--- src/rtl/rxw_pkg.sv ---
package rxw_pkg;
  typedef enum logic [0:0] {S_RX = 1'b0, S_SLOT = 1'b1} rxw_state_e;

  localparam int ST_OK    = 0;
  localparam int ST_ALIGN = 1;
  localparam int ST_CRC   = 2;
  localparam int ST_LONG  = 3;
  localparam int ST_RUNT  = 4;
  localparam int ST_SYM   = 5;
  localparam int ST_BCAST = 13;
  localparam int ST_PHYS  = 14;
  localparam int ST_MCAST = 15;

  localparam logic [1:0] K_PHYS  = 2'd0;
  localparam logic [1:0] K_BCAST = 2'd1;
  localparam logic [1:0] K_MCAST = 2'd2;

  localparam int MIN_LEN  = 60;
  localparam int MAX_LEN  = 1518;
  localparam int PTR_BIAS = 16;
  localparam int SLOT_B   = 4;
endpackage

--- src/rtl/rxw_ring_geom.sv ---
module rxw_ring_geom #(
  parameter int BASE_LOG2 = 13,
  parameter int SEL_MAX   = 2,
  parameter int ADDR_W    = BASE_LOG2 + SEL_MAX,
  parameter int HP_W      = 16
) (
  input  logic [1:0]        size_sel,
  input  logic [HP_W-1:0]   host_ptr,
  input  logic [ADDR_W-1:0] wr_pos,
  output logic [ADDR_W-1:0] mask,
  output logic [ADDR_W:0]   free_bytes,
  output logic              empty
);
  import rxw_pkg::*;
  localparam int NSIZES = SEL_MAX + 1;

  logic [ADDR_W-1:0] mask_tab [NSIZES];
  logic [1:0]        sel_eff;
  logic [HP_W-1:0]   biased;
  logic [ADDR_W-1:0] rd_pos;
  logic [ADDR_W-1:0] diff;

  for (genvar g = 0; g < NSIZES; g++) begin : g_size
    localparam logic [ADDR_W:0] TOP_BIT = (ADDR_W+1)'(1) << (BASE_LOG2 + g);
    assign mask_tab[g] = TOP_BIT[ADDR_W-1:0] - ADDR_W'(1);
  end

  always_comb begin
    sel_eff = (size_sel > 2'(SEL_MAX)) ? 2'(SEL_MAX) : size_sel;
    mask    = mask_tab[0];
    for (int i = 0; i < NSIZES; i++) begin
      if (sel_eff == 2'(i)) mask = mask_tab[i];
    end
  end

  always_comb begin
    biased     = host_ptr + HP_W'(PTR_BIAS);
    rd_pos     = biased[ADDR_W-1:0] & mask;
    empty      = (rd_pos == wr_pos);
    diff       = (rd_pos - wr_pos) & mask;
    free_bytes = empty ? ({1'b0, mask} + (ADDR_W+1)'(1)) : {1'b0, diff};
  end
endmodule

--- src/rtl/rxw_status_gen.sv ---
module rxw_status_gen #(
  parameter int LEN_W = 16
) (
  input  logic [LEN_W-1:0] len,
  input  logic             crc_err,
  input  logic             align_err,
  input  logic             sym_err,
  input  logic [1:0]       kind,
  output logic [15:0]      status
);
  import rxw_pkg::*;

  always_comb begin
    status            = '0;
    status[ST_ALIGN]  = align_err;
    status[ST_CRC]    = crc_err;
    status[ST_SYM]    = sym_err;
    status[ST_RUNT]   = (len < LEN_W'(MIN_LEN));
    status[ST_LONG]   = (len > LEN_W'(MAX_LEN));
    case (kind)
      K_PHYS:  status[ST_PHYS]  = 1'b1;
      K_BCAST: status[ST_BCAST] = 1'b1;
      K_MCAST: status[ST_MCAST] = 1'b1;
      default: ;
    endcase
    status[ST_OK] = ~|status[ST_SYM:ST_ALIGN];
  end
endmodule

--- src/rtl/rxw_ctrl.sv ---
module rxw_ctrl #(
  parameter int ADDR_W = 15,
  parameter int LEN_W  = 16
) (
  input  logic              clk,
  input  logic              rst_n,
  input  logic              in_valid,
  input  logic [7:0]        in_data,
  input  logic              in_last,
  input  logic [ADDR_W-1:0] mask,
  input  logic [ADDR_W:0]   free_bytes,
  input  logic [15:0]       status,
  output logic [LEN_W-1:0]  len_fin,
  output logic [ADDR_W-1:0] wptr,
  output logic              in_ready,
  output logic              mem_we,
  output logic [ADDR_W-1:0] mem_addr,
  output logic [7:0]        mem_wdata,
  output logic              irq_ovf,
  output logic              irq_rok
);
  import rxw_pkg::*;
  localparam int CW = LEN_W + 2;

  rxw_state_e        state_q, state_n;
  logic [LEN_W-1:0]  cnt_q, cnt_n;
  logic              drop_q, drop_n;
  logic [1:0]        idx_q, idx_n;
  logic [31:0]       slot_q, slot_n;
  logic [ADDR_W-1:0] nxt_q, nxt_n;
  logic              ok_q, ok_n;
  logic [ADDR_W-1:0] wptr_q, wptr_n;
  logic              we_q, we_n;
  logic [ADDR_W-1:0] addr_q, addr_n;
  logic [7:0]        wd_q, wd_n;
  logic              ovf_q, ovf_n, rok_q, rok_n;

  logic [CW-1:0]     byte_end;
  logic [CW-1:0]     need;
  logic [CW-1:0]     free_x;
  logic              byte_fits;
  logic              frame_fits;
  logic [LEN_W-1:0]  cnt_inc;
  logic [CW-1:0]     dat_off;
  logic [CW-1:0]     nxt_sum;
  logic [ADDR_W-1:0] slot_off;

  always_comb begin
    cnt_inc    = (&cnt_q) ? cnt_q : cnt_q + LEN_W'(1);
    len_fin    = cnt_inc;
    free_x     = CW'(free_bytes);
    byte_end   = CW'(cnt_q) + CW'(SLOT_B + 1);
    byte_fits  = (byte_end < free_x);
    need       = (CW'(len_fin) + CW'(SLOT_B + 3)) & ~CW'(3);
    frame_fits = !drop_q && byte_fits && (need < free_x);
    dat_off    = CW'(wptr_q) + CW'(SLOT_B) + CW'(cnt_q);
    nxt_sum    = CW'(wptr_q) + need;
    slot_off   = (wptr_q + ADDR_W'(idx_q)) & mask;
  end

  always_comb begin
    state_n = state_q;
    cnt_n   = cnt_q;
    drop_n  = drop_q;
    idx_n   = idx_q;
    slot_n  = slot_q;
    nxt_n   = nxt_q;
    ok_n    = ok_q;
    wptr_n  = wptr_q;
    we_n    = 1'b0;
    addr_n  = addr_q;
    wd_n    = wd_q;
    ovf_n   = 1'b0;
    rok_n   = 1'b0;
    case (state_q)
      S_RX: begin
        if (in_valid) begin
          if (!drop_q && byte_fits) begin
            we_n   = 1'b1;
            addr_n = dat_off[ADDR_W-1:0] & mask;
            wd_n   = in_data;
          end
          drop_n = drop_q | !byte_fits;
          cnt_n  = cnt_inc;
          if (in_last) begin
            cnt_n  = '0;
            drop_n = 1'b0;
            if (frame_fits) begin
              state_n = S_SLOT;
              idx_n   = 2'd0;
              slot_n  = {len_fin, status};
              nxt_n   = nxt_sum[ADDR_W-1:0] & mask;
              ok_n    = status[ST_OK];
            end else begin
              ovf_n = 1'b1;
            end
          end
        end
      end
      S_SLOT: begin
        we_n   = 1'b1;
        addr_n = slot_off;
        wd_n   = slot_q[8*idx_q +: 8];
        idx_n  = idx_q + 2'd1;
        if (idx_q == 2'd3) begin
          state_n = S_RX;
          wptr_n  = nxt_q;
          rok_n   = ok_q;
        end
      end
      default: state_n = S_RX;
    endcase
  end

  always_ff @(posedge clk or negedge rst_n) begin
    if (!rst_n) begin
      state_q <= S_RX;
      cnt_q   <= '0;
      drop_q  <= 1'b0;
      idx_q   <= '0;
      slot_q  <= '0;
      nxt_q   <= '0;
      ok_q    <= 1'b0;
      wptr_q  <= '0;
      we_q    <= 1'b0;
      addr_q  <= '0;
      wd_q    <= '0;
      ovf_q   <= 1'b0;
      rok_q   <= 1'b0;
    end else begin
      state_q <= state_n;
      cnt_q   <= cnt_n;
      drop_q  <= drop_n;
      idx_q   <= idx_n;
      slot_q  <= slot_n;
      nxt_q   <= nxt_n;
      ok_q    <= ok_n;
      wptr_q  <= wptr_n;
      we_q    <= we_n;
      addr_q  <= addr_n;
      wd_q    <= wd_n;
      ovf_q   <= ovf_n;
      rok_q   <= rok_n;
    end
  end

  assign wptr      = wptr_q;
  assign in_ready  = (state_q == S_RX);
  assign mem_we    = we_q;
  assign mem_addr  = addr_q;
  assign mem_wdata = wd_q;
  assign irq_ovf   = ovf_q;
  assign irq_rok   = rok_q;
endmodule

--- src/rtl/rx_ring_writer.sv ---
module rx_ring_writer #(
  parameter int BASE_LOG2 = 13,
  parameter int SEL_MAX   = 2,
  parameter int HP_W      = 16,
  parameter int LEN_W     = 16,
  localparam int ADDR_W   = BASE_LOG2 + SEL_MAX
) (
  input  logic              clk,
  input  logic              rst_n,
  input  logic [1:0]        size_sel,
  input  logic              in_valid,
  input  logic [7:0]        in_data,
  input  logic              in_last,
  input  logic              in_crc_err,
  input  logic              in_align_err,
  input  logic              in_sym_err,
  input  logic [1:0]        in_kind,
  output logic              in_ready,
  input  logic              rdptr_wr,
  input  logic [HP_W-1:0]   rdptr_data,
  output logic              mem_we,
  output logic [ADDR_W-1:0] mem_addr,
  output logic [7:0]        mem_wdata,
  output logic              buf_empty,
  output logic              irq_ovf,
  output logic              irq_rok
);
  import rxw_pkg::*;
  localparam logic [HP_W-1:0] PTR_RST = ~HP_W'(PTR_BIAS - 1);

  logic [HP_W-1:0]   host_ptr_q;
  logic [ADDR_W-1:0] mask;
  logic [ADDR_W:0]   free_bytes;
  logic [ADDR_W-1:0] wptr;
  logic [LEN_W-1:0]  len_fin;
  logic [15:0]       status;

  always_ff @(posedge clk or negedge rst_n) begin
    if (!rst_n)        host_ptr_q <= PTR_RST;
    else if (rdptr_wr) host_ptr_q <= rdptr_data;
  end

  rxw_ring_geom #(
    .BASE_LOG2(BASE_LOG2), .SEL_MAX(SEL_MAX), .ADDR_W(ADDR_W), .HP_W(HP_W)
  ) u_geom (
    .size_sel(size_sel), .host_ptr(host_ptr_q), .wr_pos(wptr),
    .mask(mask), .free_bytes(free_bytes), .empty(buf_empty)
  );

  rxw_status_gen #(.LEN_W(LEN_W)) u_status (
    .len(len_fin), .crc_err(in_crc_err), .align_err(in_align_err),
    .sym_err(in_sym_err), .kind(in_kind), .status(status)
  );

  rxw_ctrl #(.ADDR_W(ADDR_W), .LEN_W(LEN_W)) u_ctrl (
    .clk(clk), .rst_n(rst_n), .in_valid(in_valid), .in_data(in_data),
    .in_last(in_last), .mask(mask), .free_bytes(free_bytes), .status(status),
    .len_fin(len_fin), .wptr(wptr), .in_ready(in_ready), .mem_we(mem_we),
    .mem_addr(mem_addr), .mem_wdata(mem_wdata), .irq_ovf(irq_ovf),
    .irq_rok(irq_rok)
  );
endmodule

--- config.mk ---
export PLATFORM = sky130hd
export DESIGN_NAME = rx_ring_writer
export DESIGN_NICKNAME = d
export VERILOG_FILES = /design/src/rtl/rxw_pkg.sv /design/src/rtl/rxw_ring_geom.sv /design/src/rtl/rxw_status_gen.sv /design/src/rtl/rxw_ctrl.sv /design/src/rtl/rx_ring_writer.sv
export SDC_FILE = /design/constraint.sdc
export NUM_CORES = 1
export LEC_CHECK = 0
export BUFFER_PORTS_ARGS = -buffer_cell sky130_fd_sc_hd__buf_4
export CAP_MARGIN = 20
export CORE_ASPECT_RATIO = 1.1
export CORE_MARGIN = 10
export CORE_UTILIZATION = 56
export DETAILED_ROUTE_END_ITERATION = 7
export PLACE_DENSITY = 0.76
export SYNTH_ARGS = -nofsm -noshare
export SYNTH_HDL_FRONTEND = slang
export SYNTH_SLANG_ARGS = --single-unit
export TNS_END_PERCENT = 100
--- constraint.sdc ---
create_clock -name clk -period 4.55 [get_ports clk]
set_clock_uncertainty 0.1 [all_clocks]
set_input_delay 0.6825 -clock clk [delete_from_list [all_inputs] [get_ports clk]]
set_output_delay 0.6825 -clock clk [all_outputs]
set_load 0.01 [all_outputs]
==> results.md <==
- The run finished, with violations left.
- The checks that failed: negative setup slack.
- The CTS root buffer is clkbuf_16.
- The total power consumption of the routed design is 7.254 mW.
- The register clock-pin slew on the reported worst setup and hold paths is approximately 0.060 ns.
- In this run the count of I/O pins placed on the die edge is 64.
- The reg-to-reg critical path endpoint is u_ctrl.slot_q[20]$_DFFE_PN0P_.
- The full die area is 21160 um2.
- Summed over all layers, the global routing overflow is 0.
- Data on the critical path arrives at its endpoint at slightly above 5 ns.
- The height of the die is about 150 um.
- The hold violation total from the final report is 0.
- The aggregate routed wire length is 29860 um.
- The predominant post-synthesis flop cell is dfrtp_1.
- The initial utilization of the core area, before any placement, comes to 0.5667.
- Walking the worst path, the cells encountered are ha_4 > nand3_1 > or4_4 > and3_1 > and4bb_4 > nand4_4 > nor2_1 > xnor2_1 > ha_1 > nor2b_1 > o21ai_1 > nand2_1 > o2111ai_1 > nand3_1 > or4_4 > buf_4 > buf_12 > mux2_4.
- The highest fanout seen on the critical path is 8.
- The number of antenna violations at the first check in global routing was 1.
- The longest individual stage delay on the worst path is around 0.57 ns.
- The post-synthesis average cell area is 9.655 um2.
- The clock reaches the later pin of the worst-skew pair after roughly 0.43 ns.
- The detailed placer's ending HPWL is 19970 um.
- For this run, the number of Yosys warnings is 0.
- Setup repair after global routing could not meet its margin everywhere.
- Of the available clock period, the critical path in the final layout requires 1.064.
- For this block, the via count after detailed routing is 8401.
- The setup slack on the worst flop-to-flop path is -0.29 ns.
- Using the TritonRoute via totals, the vias-per-cell ratio works out to 6.246.
- The maximum number of pins on one net before global-route repair is 45.
- The accumulated negative setup slack is -8.687 ns.
- The highest ir drop seen on vdd is 0.3550 mV.
- The number of clock sinks is roughly 120.
- The post-synthesis cell area is 8815 um2.
- At the pin with the least slew margin, the transition time is 0.8422 ns.
- The tool flagged a number of max-cap violations equal to 0.
- The clock passes through at most 2 buffers.
- In the routed design, unresolved DRC markers number 0.
- For the worst setup path, the data required time is between 4 and 5 ns.
- The final layout contains about 1300 nets.
- The setup path with the least slack is of type register to register.
- TritonCTS built the clock tree.
- Timing would allow up to 206.5 MHz.
- The count of H-tree levels built during CTS is 4.
- The final number of setup-violating endpoints is 42.
- The routed length per instance is 22.20 um.
- After detailed placement, the total cell area comes to 10580 um2.
- The share of the Yosys chip area taken by registers is 0.3309.
- The beginning of the worst register-to-register path is u_ctrl.cnt_q[1]$_DFFE_PN0P_.
- After synthesis, the share of flip-flops with an asynchronous set or reset is 1.000.
- The kind of launch point of the worst setup path is a register.
- The nature of the critical path endpoint is a register.
- The first-pass detailed-route iteration total is 7.
- During placement, the flow inserted port buffers numbering 62.
- The violation count after the first detailed-route iteration is around 730.
- The depth of the most critical reg-to-reg path is 18.
- The number of distinct library cell variants in the gate-level netlist after synthesis is 75.
- The worst path in the final design needs a cycle of 4.842 ns, including I/O delays and setup.
- Summing all non-filler instances in the final layout gives an area of 11960 um2.
- The largest individual stage delay along the critical path comes from the cell or4_4.
- The final design utilization is 0.7687.
- Across all setup checks in the final design, the least slack found is -0.2917 ns.
- The area growth from synthesis to final layout is 35.66%.
- The final max-slew violation count is 0.
- The cell family contributing the most delay on the critical path is simple AND/OR/NAND/NOR gates.
- Counting every instance in the synthesized netlist gives 913.
- The number of synthesized register bits is 116.
- In this run the standard cell core region covers 15550 um2.
- In this run the worst hold path is classified as input port to asynchronous set/reset pin.
- The total power divided by cell area is between 600 and 700 nW/um2.
- The hold buffer count at CTS is 0.
- The number of global-route vias before repair is 8341.
- The floorplan row count is between 40 and 50.
- The global-route wire length before repair is 44470 um.
- Counting every net in the synthesized netlist gives about 1000.
- Headroom to the max-slew limit came out at 0.4386.
- Counting flops with a built-in enable in the synthesized netlist gives 0.
- From left edge to right edge, the die measures 139.6 um.
- The leakage power summed over all cells is a little under 6 nW.
- The congestion estimate from routability-driven global placement came to 0.9722.
- The overall global routing resource usage is 0.2657.
- The count of antenna-violating nets left after detailed routing is 0.
- In the final layout, the share of cells above drive strength 1 is 0.3759.
- Counting both buffers and inverters, the worst setup path holds a total of 2.
- Buffers inserted during clock tree synthesis total 17.
[synthesized netlist by cell type, types with 6 or more instances]
cell type | number | area share
a211oi_1 | 10 | 0.0085
a21o_1 | 18 | 0.015
a21oi_1 | 51 | 0.029
a221oi_1 | 6 | 0.0060
a31oi_1 | 7 | 0.0050
and3_1 | 11 | 0.0078
buf_2 | 6 | 0.0034
clkbuf_1 | 23 | 0.0098
dfrtp_1 | 105 | 0.30
dfstp_2 | 11 | 0.033
ha_1 | 87 | 0.12
inv_1 | 31 | 0.013
mux2_2 | 39 | 0.050
mux2_4 | 16 | 0.027
mux2i_1 | 15 | 0.017
nand2_1 | 87 | 0.037
nand2b_1 | 9 | 0.0064
nand3_1 | 26 | 0.015
nand4_1 | 16 | 0.011
nor2_1 | 47 | 0.020
nor2b_1 | 8 | 0.0057
nor3_1 | 20 | 0.011
o21ai_0 | 55 | 0.031
o21bai_1 | 6 | 0.0051
o31ai_1 | 9 | 0.0077
xnor2_1 | 65 | 0.065
xor2_1 | 27 | 0.027
[state kept, by name, indices dropped and copies added (netlist names)]
signal,count
u_ctrl.mem_addr,15
u_ctrl.idx_q,2
u_ctrl.mem_wdata,8
u_ctrl.drop_q,1
u_ctrl.irq_ovf,1
u_ctrl.state_q,1
u_ctrl.slot_q,25
u_ctrl.cnt_q,16
u_ctrl.irq_rok,1
u_ctrl.nxt_q,15
host_ptr_q,15
u_ctrl.mem_we,1
u_ctrl.wptr,15
[layout by cell type, fill, tap and decap left out, types with 5 or more instances in the layout]
master     instances
xnor2_1           63
o21ai_1           17
o21ai_0           34
ha_1              78
buf_6              7
nor2_1            46
nand3_2            6
o31ai_1            5
o21bai_1           6
buf_4            220
dfrtp_1          105
or2_2              5
a21oi_1           45
a21o_1            18
nand3_1           21
a21oi_2            6
clkbuf_16         20
nand2_2           12
ha_4               8
mux2i_1           14
and3_1             9
nand2_1           73
inv_1             30
nand2b_1           9
xor2_1            26
mux2_2            39
a221oi_1           5
nor3_1            16
o21a_1             5
a22o_1             5
mux2_4            16
nand4_1           16
a31oi_1            6
dfstp_2           11
a211oi_2           6
nor2b_1            8
[stage by stage]
| step | worst slack [ns] | hold slack (ns) | instances |
|---|---|---|---|
| 2_1_floorplan | -0.09879 | 0.2869 | 913 |
| 3_3_place_gp | -0.4137 | 0.3559 | 1289 |
| 3_5_place_dp | -0.4707 | 0.3668 | 1289 |
| 4_1_cts | -0.1531 | 0.1386 | 1330 |
| 5_1_grt | -0.4327 | 0.1757 | 1345 |
| 6_report | -0.2917 | 0.1264 | 1345 |
[cell type report]
class / instances / area [um2]
Multi-Input combinational cell: 726 / 6032
Fill cell: 1003 / 3597
Sequential cell: 116 / 2917
Timing Repair Buffer: 240 / 2013
Clock buffer: 21 / 470.5
Tap cell: 200 / 250.2
Clock inverter: 9 / 152.6
Inverter: 32 / 120.1
Antenna cell: 1 / 2.502
[cell families (layout without fill, tap and decap cells)]
| family | after synthesis | in the layout | synth area share |
|---|---|---|---|
| mux | 71 | 71 | 0.09666 |
| buf+inv | 71 | 302 | 0.03591 |
| simple gates | 265 | 265 | 0.1573 |
| fa+ha+maj | 91 | 91 | 0.1326 |
| compound gates | 203 | 203 | 0.1472 |
| other cells | 0 | 1 | 0 |
| flops | 116 | 116 | 0.3309 |
| xor+xnor | 96 | 96 | 0.09950 |
[repair_timing]
item,CTS,global route
pin swaps,13,18
setup endpoints to repair,46,64
cloned,3,4
gates resized for setup,38,72
setup buffers,8,10
[power by group]
group	internal, mW	switching, mW	leakage [nW]	total (mW)
combinational	2.02	2.13	3.99	4.14
sequential	1.37	0.296	1.49	1.66
clock	0.951	0.499	0.309	1.45
[routing by layer]
| layer | part of all wire | vias to the layer above | global-route usage | routed length, um |
|---|---|---|---|---|
| met1 | 0.37 | 4070 | 0.3113 | 11170 |
| met3 | 0.084 | 125 | 0.06047 | 2514 |
| met4 | 0.055 | 0 | 0.1482 | 1653 |
| met2 | 0.49 | 453 | 0.4454 | 14530 |
| met5 | 0 | - | 0 | 0 |
| li1 | - | 3753 | - | - |
[worst reg2reg max path, stage by stage, from the launching register on]
cell and delay (ns):
dfrtp_1 0.41, ha_4 0.16, nand3_1 0.18, or4_4 0.53
and3_1 0.20, and4bb_4 0.35, nand4_4 0.16, nor2_1 0.19
xnor2_1 0.29, ha_1 0.34, nor2b_1 0.14, o21ai_1 0.11
nand2_1 0.08, o2111ai_1 0.13, nand3_1 0.14, or4_4 0.57
buf_4 0.18, buf_12 0.15, mux2_4 0.30
[worst max-delay path by stage]
stage / start / end / slack [ns] / depth (start not counted)
2_1_floorplan: host_ptr_q[4]$_DFFE_PN1P_ / u_ctrl.nxt_q[0]$_DFFE_PN0P_ / -0.1 / 20
3_3_place_gp: host_ptr_q[4]$_DFFE_PN1P_ / u_ctrl.slot_q[22]$_DFFE_PN0P_ / -0.41 / 19
3_5_place_dp: host_ptr_q[4]$_DFFE_PN1P_ / u_ctrl.slot_q[23]$_DFFE_PN0P_ / -0.47 / 19
4_1_cts: host_ptr_q[6]$_DFFE_PN1P_ / u_ctrl.nxt_q[2]$_DFFE_PN0P_ / -0.15 / 20
5_1_grt: host_ptr_q[5]$_DFFE_PN1P_ / u_ctrl.slot_q[20]$_DFFE_PN0P_ / -0.43 / 22
6_report: u_ctrl.cnt_q[1]$_DFFE_PN0P_ / u_ctrl.slot_q[20]$_DFFE_PN0P_ / -0.29 / 18
(Power assumes the default switching activity.)
